`config.mk`:
```
export PLATFORM = sky130hd
export DESIGN_NAME = ctx_seq
export DESIGN_NICKNAME = d
export VERILOG_FILES = /design/src/rtl/ctx_seq_pkg.sv /design/src/rtl/ctx_mem.sv /design/src/rtl/loop_stack.sv /design/src/rtl/ctx_seq.sv
export SDC_FILE = /design/constraint.sdc
export NUM_CORES = 1
export LEC_CHECK = 0
export ABC_AREA = 1
export ABC_CLOCK_PERIOD_IN_PS = 3200
export BUFFER_PORTS_ARGS = -buffer_cell sky130_fd_sc_hd__buf_2
export CAP_MARGIN = 20
export CORE_MARGIN = 2
export CORE_UTILIZATION = 50
export DETAILED_ROUTE_END_ITERATION = 8
export GPL_ROUTABILITY_DRIVEN = 0
export PLACE_DENSITY = 0.69
export RECOVER_POWER = 50
export SLEW_MARGIN = 25
export SYNTH_ARGS = -nofsm -noshare
export SYNTH_HDL_FRONTEND = slang
export SYNTH_SLANG_ARGS = --single-unit
export TNS_END_PERCENT = 50
```
`constraint.sdc`:
```
create_clock -name clk -period 3.2 [get_ports clk]
set_input_delay 0.32 -clock clk [delete_from_list [all_inputs] [get_ports clk]]
set_output_delay 0.32 -clock clk [all_outputs]
set_load 0.05 [all_outputs]
```
`src/rtl/ctx_seq_pkg.sv`:
```
package ctx_seq_pkg;
    localparam int INSTR_W  = 32;
    localparam int OP_LSB   = 29;
    localparam int LCNT_W   = 8;
    localparam int LCNT_LSB = 16;
    localparam int WAIT_W   = 16;
    localparam int SEL_LSB  = 8;
    localparam int POL_BIT  = 12;

    typedef enum logic [2:0] {
        OP_HALT = 3'd0,
        OP_RF   = 3'd1,
        OP_DPU  = 3'd2,
        OP_SW   = 3'd3,
        OP_BR   = 3'd4,
        OP_LOOP = 3'd5,
        OP_LEND = 3'd6,
        OP_WAIT = 3'd7
    } op_e;

    typedef enum logic [1:0] {
        ST_IDLE,
        ST_RUN,
        ST_WAIT,
        ST_DONE
    } st_e;

    function automatic op_e get_op(input logic [INSTR_W-1:0] w);
        return op_e'(w[INSTR_W-1:OP_LSB]);
    endfunction

    function automatic logic [LCNT_W-1:0] get_lcnt(input logic [INSTR_W-1:0] w);
        return w[LCNT_LSB +: LCNT_W];
    endfunction

    function automatic logic [WAIT_W-1:0] get_wait(input logic [INSTR_W-1:0] w);
        return w[WAIT_W-1:0];
    endfunction
endpackage

```
`src/rtl/ctx_mem.sv`:
```
module ctx_mem #(
    parameter int DEPTH = 32,
    parameter int W     = 32,
    parameter int AW    = $clog2(DEPTH)
) (
    input  logic          clk,
    input  logic          we,
    input  logic [AW-1:0] waddr,
    input  logic [W-1:0]  wdata,
    input  logic [AW-1:0] raddr,
    output logic [W-1:0]  rdata
);
    logic [W-1:0] mem [DEPTH];

    always_ff @(posedge clk) begin
        if (we) mem[waddr] <= wdata;
    end

    assign rdata = mem[raddr];
endmodule

```
`src/rtl/loop_stack.sv`:
```
module loop_stack #(
    parameter int LEVELS = 2,
    parameter int AW     = 5,
    parameter int CW     = 8,
    parameter int LW     = $clog2(LEVELS + 1)
) (
    input  logic          clk,
    input  logic          rst,
    input  logic          push,
    input  logic          pop,
    input  logic          dec,
    input  logic [AW-1:0] push_pc,
    input  logic [CW-1:0] push_cnt,
    output logic [AW-1:0] top_pc,
    output logic [CW-1:0] top_cnt,
    output logic          empty,
    output logic [LW-1:0] level
);
    localparam int IDX_W = $clog2(LEVELS);

    logic [AW-1:0]    pcs  [LEVELS];
    logic [CW-1:0]    cnts [LEVELS];
    logic [LW-1:0]    lvl;
    logic [LW-1:0]    lvl_m1;
    logic [IDX_W-1:0] wr_idx;
    logic [IDX_W-1:0] top_idx;
    logic             full;

    assign lvl_m1  = lvl - 1'b1;
    assign wr_idx  = lvl[IDX_W-1:0];
    assign top_idx = lvl_m1[IDX_W-1:0];
    assign full    = (lvl == LW'(LEVELS));
    assign empty   = (lvl == '0);
    assign level   = lvl;
    assign top_pc  = pcs[top_idx];
    assign top_cnt = cnts[top_idx];

    always_ff @(posedge clk) begin
        if (rst) begin
            lvl <= '0;
        end else if (push && !full) begin
            lvl <= lvl + 1'b1;
        end else if (pop && !empty) begin
            lvl <= lvl_m1;
        end
    end

    for (genvar g = 0; g < LEVELS; g++) begin : g_ent
        logic [AW-1:0] e_pc;
        logic [CW-1:0] e_cnt;
        always_ff @(posedge clk) begin
            if (push && !full && wr_idx == IDX_W'(g)) begin
                e_pc  <= push_pc;
                e_cnt <= push_cnt;
            end else if (dec && !empty && top_idx == IDX_W'(g)) begin
                e_cnt <= e_cnt - 1'b1;
            end
        end
        assign pcs[g]  = e_pc;
        assign cnts[g] = e_cnt;
    end
endmodule

```
`src/rtl/ctx_seq.sv`:
```
module ctx_seq
    import ctx_seq_pkg::*;
#(
    parameter int DEPTH       = 32,
    parameter int CFG_W       = 16,
    parameter int NFLAG       = 4,
    parameter int LOOP_LEVELS = 2,
    parameter int AW          = $clog2(DEPTH)
) (
    input  logic               clk,
    input  logic               rst,
    input  logic               ld_en,
    input  logic [AW-1:0]      ld_addr,
    input  logic [INSTR_W-1:0] ld_word,
    input  logic               start,
    input  logic [NFLAG-1:0]   flags,
    output logic [CFG_W-1:0]   rf_word,
    output logic               rf_stb,
    output logic [CFG_W-1:0]   dpu_word,
    output logic               dpu_stb,
    output logic [CFG_W-1:0]   sw_word,
    output logic               sw_stb,
    output logic               done
);
    localparam int SEL_W = (NFLAG > 1) ? $clog2(NFLAG) : 1;
    localparam int LVL_W = $clog2(LOOP_LEVELS + 1);

    st_e                st;
    logic [AW-1:0]      pc;
    logic [AW-1:0]      pc_inc;
    logic [WAIT_W-1:0]  wcnt;
    logic [INSTR_W-1:0] instr;
    op_e                op;
    logic               run;
    logic               st_push, st_pop, st_dec, lend;
    logic [AW-1:0]      top_pc;
    logic [LCNT_W-1:0]  top_cnt;
    logic               st_empty;
    logic [LVL_W-1:0]   stk_lvl;
    logic [SEL_W-1:0]   fsel;
    logic               br_taken;

    ctx_mem #(.DEPTH(DEPTH), .W(INSTR_W), .AW(AW)) u_mem (
        .clk   (clk),
        .we    (ld_en),
        .waddr (ld_addr),
        .wdata (ld_word),
        .raddr (pc),
        .rdata (instr)
    );

    loop_stack #(.LEVELS(LOOP_LEVELS), .AW(AW), .CW(LCNT_W), .LW(LVL_W)) u_stk (
        .clk      (clk),
        .rst      (rst),
        .push     (st_push),
        .pop      (st_pop),
        .dec      (st_dec),
        .push_pc  (pc_inc),
        .push_cnt (get_lcnt(instr)),
        .top_pc   (top_pc),
        .top_cnt  (top_cnt),
        .empty    (st_empty),
        .level    (stk_lvl)
    );

    always_comb begin
        op       = get_op(instr);
        run      = (st == ST_RUN);
        pc_inc   = pc + 1'b1;
        lend     = run && (op == OP_LEND) && !st_empty;
        st_push  = run && (op == OP_LOOP);
        st_dec   = lend && (top_cnt > LCNT_W'(1));
        st_pop   = lend && (top_cnt <= LCNT_W'(1));
        fsel     = instr[SEL_LSB +: SEL_W];
        br_taken = (flags[fsel] == instr[POL_BIT]);
    end

    always_ff @(posedge clk) begin
        if (rst) begin
            st       <= ST_IDLE;
            pc       <= '0;
            wcnt     <= '0;
            done     <= 1'b0;
            rf_word  <= '0;
            dpu_word <= '0;
            sw_word  <= '0;
            rf_stb   <= 1'b0;
            dpu_stb  <= 1'b0;
            sw_stb   <= 1'b0;
        end else begin
            rf_stb  <= 1'b0;
            dpu_stb <= 1'b0;
            sw_stb  <= 1'b0;
            case (st)
                ST_IDLE, ST_DONE: begin
                    if (start) begin
                        st   <= ST_RUN;
                        pc   <= '0;
                        done <= 1'b0;
                    end
                end
                ST_RUN: begin
                    case (op)
                        OP_HALT: begin
                            st   <= ST_DONE;
                            done <= 1'b1;
                        end
                        OP_RF: begin
                            rf_word <= instr[CFG_W-1:0];
                            rf_stb  <= 1'b1;
                            pc      <= pc_inc;
                        end
                        OP_DPU: begin
                            dpu_word <= instr[CFG_W-1:0];
                            dpu_stb  <= 1'b1;
                            pc       <= pc_inc;
                        end
                        OP_SW: begin
                            sw_word <= instr[CFG_W-1:0];
                            sw_stb  <= 1'b1;
                            pc      <= pc_inc;
                        end
                        OP_BR:   pc <= br_taken ? instr[AW-1:0] : pc_inc;
                        OP_LOOP: pc <= pc_inc;
                        OP_LEND: pc <= st_dec ? top_pc : pc_inc;
                        OP_WAIT: begin
                            if (get_wait(instr) == '0) begin
                                pc <= pc_inc;
                            end else begin
                                wcnt <= get_wait(instr);
                                st   <= ST_WAIT;
                            end
                        end
                        default: pc <= pc_inc;
                    endcase
                end
                ST_WAIT: begin
                    if (wcnt == WAIT_W'(1)) begin
                        st <= ST_RUN;
                        pc <= pc_inc;
                    end else begin
                        wcnt <= wcnt - 1'b1;
                    end
                end
                default: st <= ST_IDLE;
            endcase
        end
    end
endmodule

```
==> impl_results.md <==
* FFs w/ async S/R, synth at 0%
* Endpoint of the worst-slack reg-to-reg timing path: wcnt[4]
* Number of unique standard cell types used by synthesis at 42
* Sequential area share after synthesis at between 70% and 80%
* Worst-path fanout max at 53
* Synth top area share at 68.1%
* Post-layout min period at ~3000 ps
* Cell count after synthesis at 3,161
* Setup slack, reg-to-reg at 150 ps
* R2r worst-path depth at 18
* H-tree levels at 3
* Headroom to the max-slew limit at -5.71%
* Slew @ Worst Pin at roughly 1600 ps
* Setup slack after layout at 153 ps
* Worst setup path category: flip-flop to flip-flop
* Worst slack at placement at 213 ps
* Number of global-route vias before repair at 26.4k
* Global-route wire length before repair at 161,000 um
* Via-per-instance ratio at 6.21
* Fin. Hold Viols at 0
* Portion of total power attributed to sequential cells at 46.3%
* Iteration-0 DRC Markers at around 3.6k
* Area growth from synthesis to final layout at 13.8%
* Worst endpoint required time at 3770 ps
* Post-Synthesis Cell Area at a little under 40,000 sq um
* Pin count of the biggest net entering global routing at 124
* Count of input and output buffers at a little over 90
* Clock Root Buffer: sky130_fd_sc_hd__clkbuf_16
* Flop and latch count out of synthesis at 972
* Design Power at 31,200 uW
* Total detailed-routing wirelength at 108,000 um
* Synthesis Warnings at 0
* Post-Synthesis Net Count at approximately 3.2k
* Share of the clock period used by the worst path at between 90 and 100%
* Power density relative to cell area at 697 nW/um^2
* Routed WL per cell at 24.7 um
* Die area at 80,800 sq um
* Cell with the most instances after synthesis: sky130_fd_sc_hd__edfxtp_1
* Num rows at 102
* Placed Instance Area at 41,600 sq um
* Worst hold path type: input port to flip-flop
* EDFF count, synth at 890
* GRT Util Overall at 26.3%
* Number of setup violations in the final report at 0
* Maximum count of clock buffers along a single path at 3
* Achievable frequency at 0.328 GHz
* MaxCap Viol Count at 3
* HP Start: rst
* Most used flip-flop cell after synthesis: sky130_fd_sc_hd__edfxtp_1
* Post-detail-place hpwl at 59,800 um
* Total congestion overflow after global routing at 0
* Leakage power at 0.0152 uW
* Top-level port count at 97
* Fraction of final layout cells sized beyond drive strength 1 at around an eighth
* End point of the worst hold path: dpu_stb
* Average instance area after synthesis at 12.4 sq um
* Violations in the final reports: capacitance limit, slew limit
* Final-layout fill cell count at 6,007
* CTS tree: built
* Clock buffers created by TritonCTS at 98
* Nature of the critical path startpoint: flip-flop
* Starting density of the core at 50.6%
* Net switching power of the design at 8930 uW
* Final worst clock skew at 21.3 ps
* Cell-internal power at 22,200 uW
* Combinational share of power at 17.8%
* Element type at the critical path end: flip-flop
* Clock slew at reported path FFs at around 60 ps
* Share of total power in the clock network at 35.9%
* Cells on Worst Hold Path at 2
* Worst ir drop on vdd at ~0.00044 V
* Final net count at 3,323
* Overall via count from detail_route at 27.3k
* Height of the chip at 284 um
* Area of the placeable core at around 78,000 sq um
* Horizontal die dimension at 284 um
* Top cells by instance count after synthesis: 890 x sky130_fd_sc_hd__edfxtp_1, 476 x sky130_fd_sc_hd__nor2_1, 432 x sky130_fd_sc_hd__o21ai_0
* Run status: finished with violations
* Finished Cell Area at around 45,000 sq um
* DRC Markers at 0
* First-pass detailed-route iteration total at 8
* Net switching fraction of the power at 28.7%
* Clock insertion delay at the later pin of the skew report at 660 ps
* Final Max Tran Viols at 30
* DRT antenna net count at 0
* Sink Count at 972
* Largest area contributor in the netlist: sky130_fd_sc_hd__edfxtp_1
* Antenna violations before repair at 5
* Area contributors post-synth: sky130_fd_sc_hd__edfxtp_1 68%, sky130_fd_sc_hd__o21ai_0 5.5%, sky130_fd_sc_hd__nor2_1 4.5%
* Data arrival time of the worst path at 3620 ps
## layer usage
layer	global-route usage [%]	part of all wire (%)
met5	0	0.038
met4	10.0	3.3
met3	4.87	11
met2	43.0	48
met1	35.1	38
## flip-flops by register name (all words and copies together) (netlist names), 5 cells and up, named ones only
register           flops
dpu_word              16
pc                     5
rf_word               16
sw_word               16
u_mem.mem            864
u_stk.g_ent.e_cnt     16
u_stk.g_ent.e_pc      10
wcnt                  16
## cell type report
class	count	area (sq um)	area share, %
sequential	972	28400	63.5
multi-input combinational	1905	9680	21.7
clock buffer	123	2620	5.86
timing repair buffer	218	1890	4.22
tap	1040	1300	2.91
clock inverter	57	524	1.17
inverter	74	307	0.686
antenna	2	5.00	0.0112
## repair_timing
action,4_1_cts,5_1_grt
hold buffers,1,0
endpoints found under the hold margin,1,0
setup buffers,0,2
resized for setup,0,12
setup endpoints to repair,0,19
## power groups by stage
stage	clock, uW	combinational [uW]	sequential [uW]
floorplan	0	3520	14900
global placement	0	5160	14700
detailed placement	0	5350	14700
CTS	11300	5390	14400
global route	11800	6040	14500
finish	11200	5530	14400
## kinds of logic after synthesis
kind of cell / share of synthesized area (%)
compound gates: 11.4
xor+xnor: 0.424
fa+ha+maj: 0.287
buf+inv: 3.61
flops: 72.2
mux: 0.0255
simple gates: 12.0
## how the worst max path moves through the flow
stage | endpoint | startpoint | slack, ps | cells after the start
after global placement | flip-flop | flip-flop | 180 | 21
after floorplan | u_stk.g_ent[0].e_cnt[0] | flip-flop | 500 | 15
final | wcnt[4] | flip-flop | 150 | 18
after detailed placement | flip-flop | flip-flop | 210 | 18
after CTS | wcnt[4] | flip-flop | 160 | 18
after global routing | flip-flop | flip-flop | -2 | 19
## worst max-delay path: stages, from the launching register on
cell                       delay [ps]
sky130_fd_sc_hd__dfxtp_4          430
sky130_fd_sc_hd__buf_4            180
sky130_fd_sc_hd__buf_16           180
sky130_fd_sc_hd__o21ai_0          240
sky130_fd_sc_hd__o221ai_1         140
sky130_fd_sc_hd__nand3_1          140
sky130_fd_sc_hd__nand2_1           80
sky130_fd_sc_hd__nand2_1           60
sky130_fd_sc_hd__nand2_1          220
sky130_fd_sc_hd__nor2_2           210
sky130_fd_sc_hd__nand2_1           80
sky130_fd_sc_hd__nor2_1           100
sky130_fd_sc_hd__nand2_1          100
sky130_fd_sc_hd__inv_2             80
sky130_fd_sc_hd__nand2_2           90
sky130_fd_sc_hd__nand2_4          160
sky130_fd_sc_hd__buf_4            180
sky130_fd_sc_hd__nand2_1           60
sky130_fd_sc_hd__a21oi_1          180
## through the flow
step / hold slack (ps) / instances / util (%) / TNS, ps
floorplan: 419 / 3161 / - / 0
CTS: 117 / 4386 / 57.6 / 0
global route: 199 / 4389 / 57.6 / -3.47
finish: 196 / 4391 / 57.6 / 0
global placement: 468 / 4205 / 53.6 / 0
detailed placement: 471 / 4205 / 53.6 / 0
## cell usage in the layout, fill, tap and decap left out, types with 14 or more instances in the layout
cell                        synthesis  final
sky130_fd_sc_hd__edfxtp_1         890    890
sky130_fd_sc_hd__nor2_1           476    451
sky130_fd_sc_hd__o21ai_0          432    432
sky130_fd_sc_hd__nand2_1          389    387
sky130_fd_sc_hd__nand3_1          234    234
sky130_fd_sc_hd__o221ai_1         168    168
sky130_fd_sc_hd__clkbuf_16          0    101
sky130_fd_sc_hd__buf_4             18     80
sky130_fd_sc_hd__dfxtp_1           82     78
sky130_fd_sc_hd__buf_2             63     61
sky130_fd_sc_hd__inv_1             63     60
sky130_fd_sc_hd__a21oi_1           57     57
sky130_fd_sc_hd__clkbuf_1          98     54
sky130_fd_sc_hd__buf_12             0     36
sky130_fd_sc_hd__nor2_4             5     30
sky130_fd_sc_hd__clkinv_2           0     24
sky130_fd_sc_hd__o21ai_1           23     23
sky130_fd_sc_hd__o22ai_1           14     14
Power figures use the tool's default switching activity.
